$ cat src/rtl/chan_sync_pkg.sv
package chan_sync_pkg;
  // A pair of request lines, one per holdoff counter
  typedef struct packed {
    logic start;
    logic hop;
  } sync_req_t;
endpackage

$ cat src/rtl/sync_edge_det.sv
module sync_edge_det #(
  parameter int N_PINS = 4,
  parameter int STAGES = 2
) (
  input  logic              clk,
  input  logic              rst,
  input  logic [N_PINS-1:0] pins_i,
  output logic [N_PINS-1:0] rise_o
);
  localparam int DEPTH = STAGES + 1;

  for (genvar p = 0; p < N_PINS; p++) begin : g_pin
    logic [DEPTH-1:0] pipe_q;
    always_ff @(posedge clk) begin
      if (rst) pipe_q <= '0;
      else     pipe_q <= {pipe_q[DEPTH-2:0], pins_i[p]};
    end
    assign rise_o[p] = pipe_q[STAGES-1] & ~pipe_q[STAGES];
  end
endmodule

$ cat src/rtl/holdoff_ctr.sv
module holdoff_ctr #(
  parameter int CW = 16
) (
  input  logic          clk,
  input  logic          rst,
  input  logic          tick_i,
  input  logic          load_i,
  input  logic [CW-1:0] hold_i,
  output logic          fire_o,
  output logic [CW-1:0] cnt_o
);
  localparam logic [CW-1:0] ONE = CW'(1);
  localparam logic [CW-1:0] TWO = CW'(2);

  logic [CW-1:0] cnt_q;

  // Idle is 0; a running count stays at 2 or above and fires on its step to 1
  assign fire_o = load_i ? (hold_i == ONE) : (tick_i && cnt_q == TWO);

  always_ff @(posedge clk) begin
    if (rst)                       cnt_q <= '0;
    else if (load_i)               cnt_q <= (hold_i > ONE) ? hold_i : '0;
    else if (fire_o)               cnt_q <= '0;
    else if (tick_i && cnt_q > TWO) cnt_q <= cnt_q - ONE;
  end

  assign cnt_o = cnt_q;
endmodule

$ cat src/rtl/chan_sync_ctrl.sv
module chan_sync_ctrl
  import chan_sync_pkg::*;
#(
  parameter int N_PINS    = 4,
  parameter int CW        = 16,
  parameter int SYNC_STG  = 2,
  parameter int GRP_CHANS = 4,
  parameter int CHAN_SLOT = 2,
  localparam int SW = $clog2(N_PINS)
) (
  input  logic                 clk,
  input  logic                 rst,
  input  logic                 sample_en,
  input  logic                 soft_wr,
  input  logic                 soft_start,
  input  logic                 soft_hop,
  input  logic [N_PINS-1:0]    sync_pins,
  input  logic [SW-1:0]        pin_sel,
  input  logic                 pin_start_en,
  input  logic                 pin_hop_en,
  input  logic [CW-1:0]        start_hold,
  input  logic [CW-1:0]        hop_hold,
  input  logic                 sleep_wr,
  input  logic                 sleep_wdata,
  input  logic                 grp_sleep_wr,
  input  logic [GRP_CHANS-1:0] grp_sleep_data,
  output logic                 sleep_o,
  output logic                 hop_stb,
  output logic                 realign_stb
);
  logic [N_PINS-1:0] pin_rise;
  logic              sel_rise;
  sync_req_t         trig;
  logic              start_trig, hop_trig;
  logic              start_fire, hop_fire;
  logic [CW-1:0]     start_cnt, hop_cnt;
  logic              sleep_q, hop_q, realign_q;

  sync_edge_det #(.N_PINS(N_PINS), .STAGES(SYNC_STG)) u_edge (
    .clk(clk), .rst(rst), .pins_i(sync_pins), .rise_o(pin_rise)
  );

  assign sel_rise   = pin_rise[pin_sel];
  assign trig.start = (soft_wr && soft_start) || (pin_start_en && sel_rise);
  assign trig.hop   = (soft_wr && soft_hop)   || (pin_hop_en && sel_rise);
  assign start_trig = trig.start;
  assign hop_trig   = trig.hop;

  holdoff_ctr #(.CW(CW)) u_start (
    .clk(clk), .rst(rst), .tick_i(sample_en), .load_i(start_trig),
    .hold_i(start_hold), .fire_o(start_fire), .cnt_o(start_cnt)
  );

  holdoff_ctr #(.CW(CW)) u_hop (
    .clk(clk), .rst(rst), .tick_i(sample_en), .load_i(hop_trig),
    .hold_i(hop_hold), .fire_o(hop_fire), .cnt_o(hop_cnt)
  );

  always_ff @(posedge clk) begin
    if (rst) begin
      sleep_q   <= 1'b1;
      hop_q     <= 1'b0;
      realign_q <= 1'b0;
    end else begin
      hop_q     <= hop_fire;
      realign_q <= start_fire && !sleep_q;
      if (sleep_wr)          sleep_q <= sleep_wdata;
      else if (grp_sleep_wr) sleep_q <= grp_sleep_data[CHAN_SLOT];
      else if (start_fire)   sleep_q <= 1'b0;
    end
  end

  assign sleep_o     = sleep_q;
  assign hop_stb     = hop_q;
  assign realign_stb = realign_q;
endmodule

$ cat config.mk
export PLATFORM = sky130hd
export DESIGN_NAME = chan_sync_ctrl
export DESIGN_NICKNAME = d
export VERILOG_FILES = /design/src/rtl/chan_sync_pkg.sv /design/src/rtl/sync_edge_det.sv /design/src/rtl/holdoff_ctr.sv /design/src/rtl/chan_sync_ctrl.sv
export SDC_FILE = /design/constraint.sdc
export NUM_CORES = 1
export LEC_CHECK = 0
export BUFFER_PORTS_ARGS = -buffer_cell sky130_fd_sc_hd__buf_2
export CAP_MARGIN = 20
export CORE_ASPECT_RATIO = 1.75
export CORE_UTILIZATION = 30
export DETAILED_ROUTE_END_ITERATION = 10
export SKIP_CTS_REPAIR_TIMING = 1
export SYNTH_ARGS = -nofsm -noshare
export SYNTH_HDL_FRONTEND = slang
export SYNTH_SLANG_ARGS = --single-unit
$ cat constraint.sdc
create_clock -name clk -period 1.9 [get_ports clk]
set_input_delay 0.095 -clock clk [delete_from_list [all_inputs] [get_ports clk]]
set_output_delay 0.095 -clock clk [all_outputs]
set_load 0.05 [all_outputs]
==> impl_metrics.yaml <==
drt:
  avgViaCountPerCell: 5.45
  final_antenna_net_count: 0
  drt_iter0_drc: 139
  routedWlPerCell_um: 16.3
  num_vias: 2968
  drc: 0
  totalWireLength_um: 8900
  firstDrtPassIters: 4
synthesis:
  synthDistinctLibCells: 50
  syn_inst: 318
  ys_warn_count: 0
  syn_nets: 375
  ys_ff_latch: 47
  synth_edf_count: 0
  ys_seq_area_share_pct: 36.6
  syn_avg_cell_area_um2: 8.07
  syn_area_um2: 2570
  ys.flop_type: "dfxtp_1"
  async_reset_ff_share_pct: 0
die:
  dieArea_um2: 8950
  start_util_pct: 30.9
  ios: 56
  coreArea_um2: 8310
  rows: 44
  die_height_um: 124
  die_w_um: 71.9
status:
  outcome: "finished, violations left"
  violations: "negative setup slack"
critical_path:
  required_ns: 2.12
  arrival_ns: 2.14
  reg2regPathDepth: 5
  cp_max_fo: 4
  critPathCaptureType: "register"
  start_kind: "register"
  r2r_slack_ns: -0.01
  critPathKind: "reg2reg"
sta:
  skew_ns: 0.00329
  hold_slack_ns: 0.00687
  slew_headroom_pct: 42.8
  setup_slack_ns: -0.0135
  max_clock_freq_mhz: 523
  finalSetupViolCount: 1
  finalCritPeriodShare_pct: 101
  layout_min_cycle_time_ns: 1.91
  worst_pin_slew_ns: 0.857
  rsz0062_at_grt: "true"
  hold_violations: 0
  drv_slew: 0
clock_tree:
  root_buffer: "clkbuf_16"
  clockBufferDepth: 2
  cts_buffers: 5
  cts_tree: "built"
  cts_sinks: 47
  h-tree-depth: 2
  clkLatencyLatePin_ns: 0.29
  path_clk_slew_ns: 0.07
global_route:
  grt_usage_pct: 19.0
  overflow: 0
  grt_pass1_wl_um: 13100
  antenna_found_initial: 0
  grt_pass1_vias: 2881
  grt_start_max_net_pins: 42
finish:
  ff_latch_area_um2: 948
  drive_above_1_share_pct: 40.7
  multiInputGateArea_um2: 1780
  utilization_pct: 46.9
  fillers: 808
  diodes: 0
  fin_nets: 486
  syn_to_final_growth_pct: 52.0
placed_design:
  finalWeightedCongestion: 0.897
  port_buffers: 52
  hpwl_um: 6380
power_and_ir_drop:
  power_leakage_nw: 1.57
  powerDensity_nw_per_um2: 822
  peakVddDrop_mv: 0.409
  total_power_mw: 3.21
hold_path:
  min_path_cells: 2
  worstHoldPathType: "in2reg"
job:
  drv_cap: 0
==> layer usage <==
layer	GRT usage (%)	share of wire (%)	vias to the layer above
li1	-	-	1422
met1	17.3	35	1413
met4	12.7	4.8	0
met2	37.1	57	102
met3	2.18	3.3	31
met5	0	0	-
==> worst max-delay path: stages, from the launching register on <==
cell     delay, ns
dfxtp_2       0.32
nor2b_4       0.12
mux4_2        0.53
a22o_4        0.27
or4_4         0.47
a31oi_1       0.14
==> sequential cells by signal, summed over array words and instances (netlist names) <==
register and cells:
u_hop.cnt_o 16, sleep_o 1, u_start.cnt_o 16, realign_stb 1, u_edge.g_pin.pipe_q 12, hop_stb 1
==> Yosys cell counts, types with 2 or more instances <==
master	instances	area share, %
nor3_1	22	4.3
dfxtp_1	47	37
clkbuf_1	11	1.6
nor2_1	41	6.0
or4_1	3	0.88
a31oi_1	7	1.7
nor4_1	11	2.7
a211oi_1	6	1.8
o21ai_0	17	3.3
nor3_2	2	0.78
xor2_1	3	1.0
xnor2_1	3	1.0
nand3_1	11	2.1
a21oi_1	17	3.3
o41ai_1	3	1.0
nand4_1	7	1.7
a221oi_1	5	1.7
nor3b_1	3	0.88
a22oi_2	2	0.97
a22oi_1	2	0.58
nand2_1	17	2.5
nand3b_1	2	0.58
a22o_1	2	0.68
a311oi_1	12	4.1
o211ai_1	2	0.58
or3_1	5	1.2
ha_1	4	1.9
and2_1	3	0.73
o31ai_1	2	0.58
inv_1	9	1.3
and3_1	2	0.49
nor2b_1	17	4.1
==> area by class of cell <==
type	count	share of cell area (%)
clock buffers	5	3.21
flip-flops and latches	47	24.3
multi-input cells	248	45.5
inverters	10	0.962
well taps	115	3.69
repair buffers	117	21.9
clock inverters	3	0.481
==> final timing paths <==
kind                                        startpoint                                   end
hold reg to reg   u_edge.g_pin[2].pipe_q[0]$_SDFF_PP0_  u_edge.g_pin[2].pipe_q[1]$_SDFF_PP0_
hold / removal                            sync_pins[1]  u_edge.g_pin[1].pipe_q[0]$_SDFF_PP0_
setup reg to reg  u_edge.g_pin[3].pipe_q[1]$_SDFF_PP0_        u_start.cnt_o[12]$_SDFFE_PP0P_
setup / recovery  u_edge.g_pin[3].pipe_q[1]$_SDFF_PP0_        u_start.cnt_o[12]$_SDFFE_PP0P_
==> logic make-up after synthesis <==
logic type,Yosys count,synth area share [%]
mux,2,1.27
flops,47,36.6
xor+xnor,6,2.05
simple gates,151,31.2
compound gates,85,23.1
fa+ha+maj,4,1.95
buf+inv,23,3.70
==> metrics by stage <==
step / worst slack (ns) / setup TNS [ns] / area, µm² / cells
2_1_floorplan: 0.00861 / 0 / 2590 / 318
3_3_place_gp: -0.0706 / -0.245 / 3350 / 523
3_5_place_dp: -0.0913 / -0.758 / 3350 / 523
4_1_cts: -0.107 / -1.07 / 3490 / 531
5_1_grt: -0.0804 / -0.657 / 3900 / 545
6_report: -0.0135 / -0.0135 / 3900 / 545
==> report_power, final <==
group	switching (mW)	internal [mW]	leakage (nW)
registers	0.0758	1.08	0.390
clock network	0.397	0.488	0.0740
logic	0.601	0.568	1.11
==> cell usage in the layout, fill, tap and decap left out, drive strengths merged, types with 8 or more instances in the layout <==
cell	count
a21oi	17
a311oi	12
buf	114
clkbuf	8
dfxtp	47
inv	10
nand2	17
nand3	11
nor2	41
nor2b	17
nor3	24
nor4	13
o21ai	17
No activity file was read; power rests on OpenSTA's default activity.
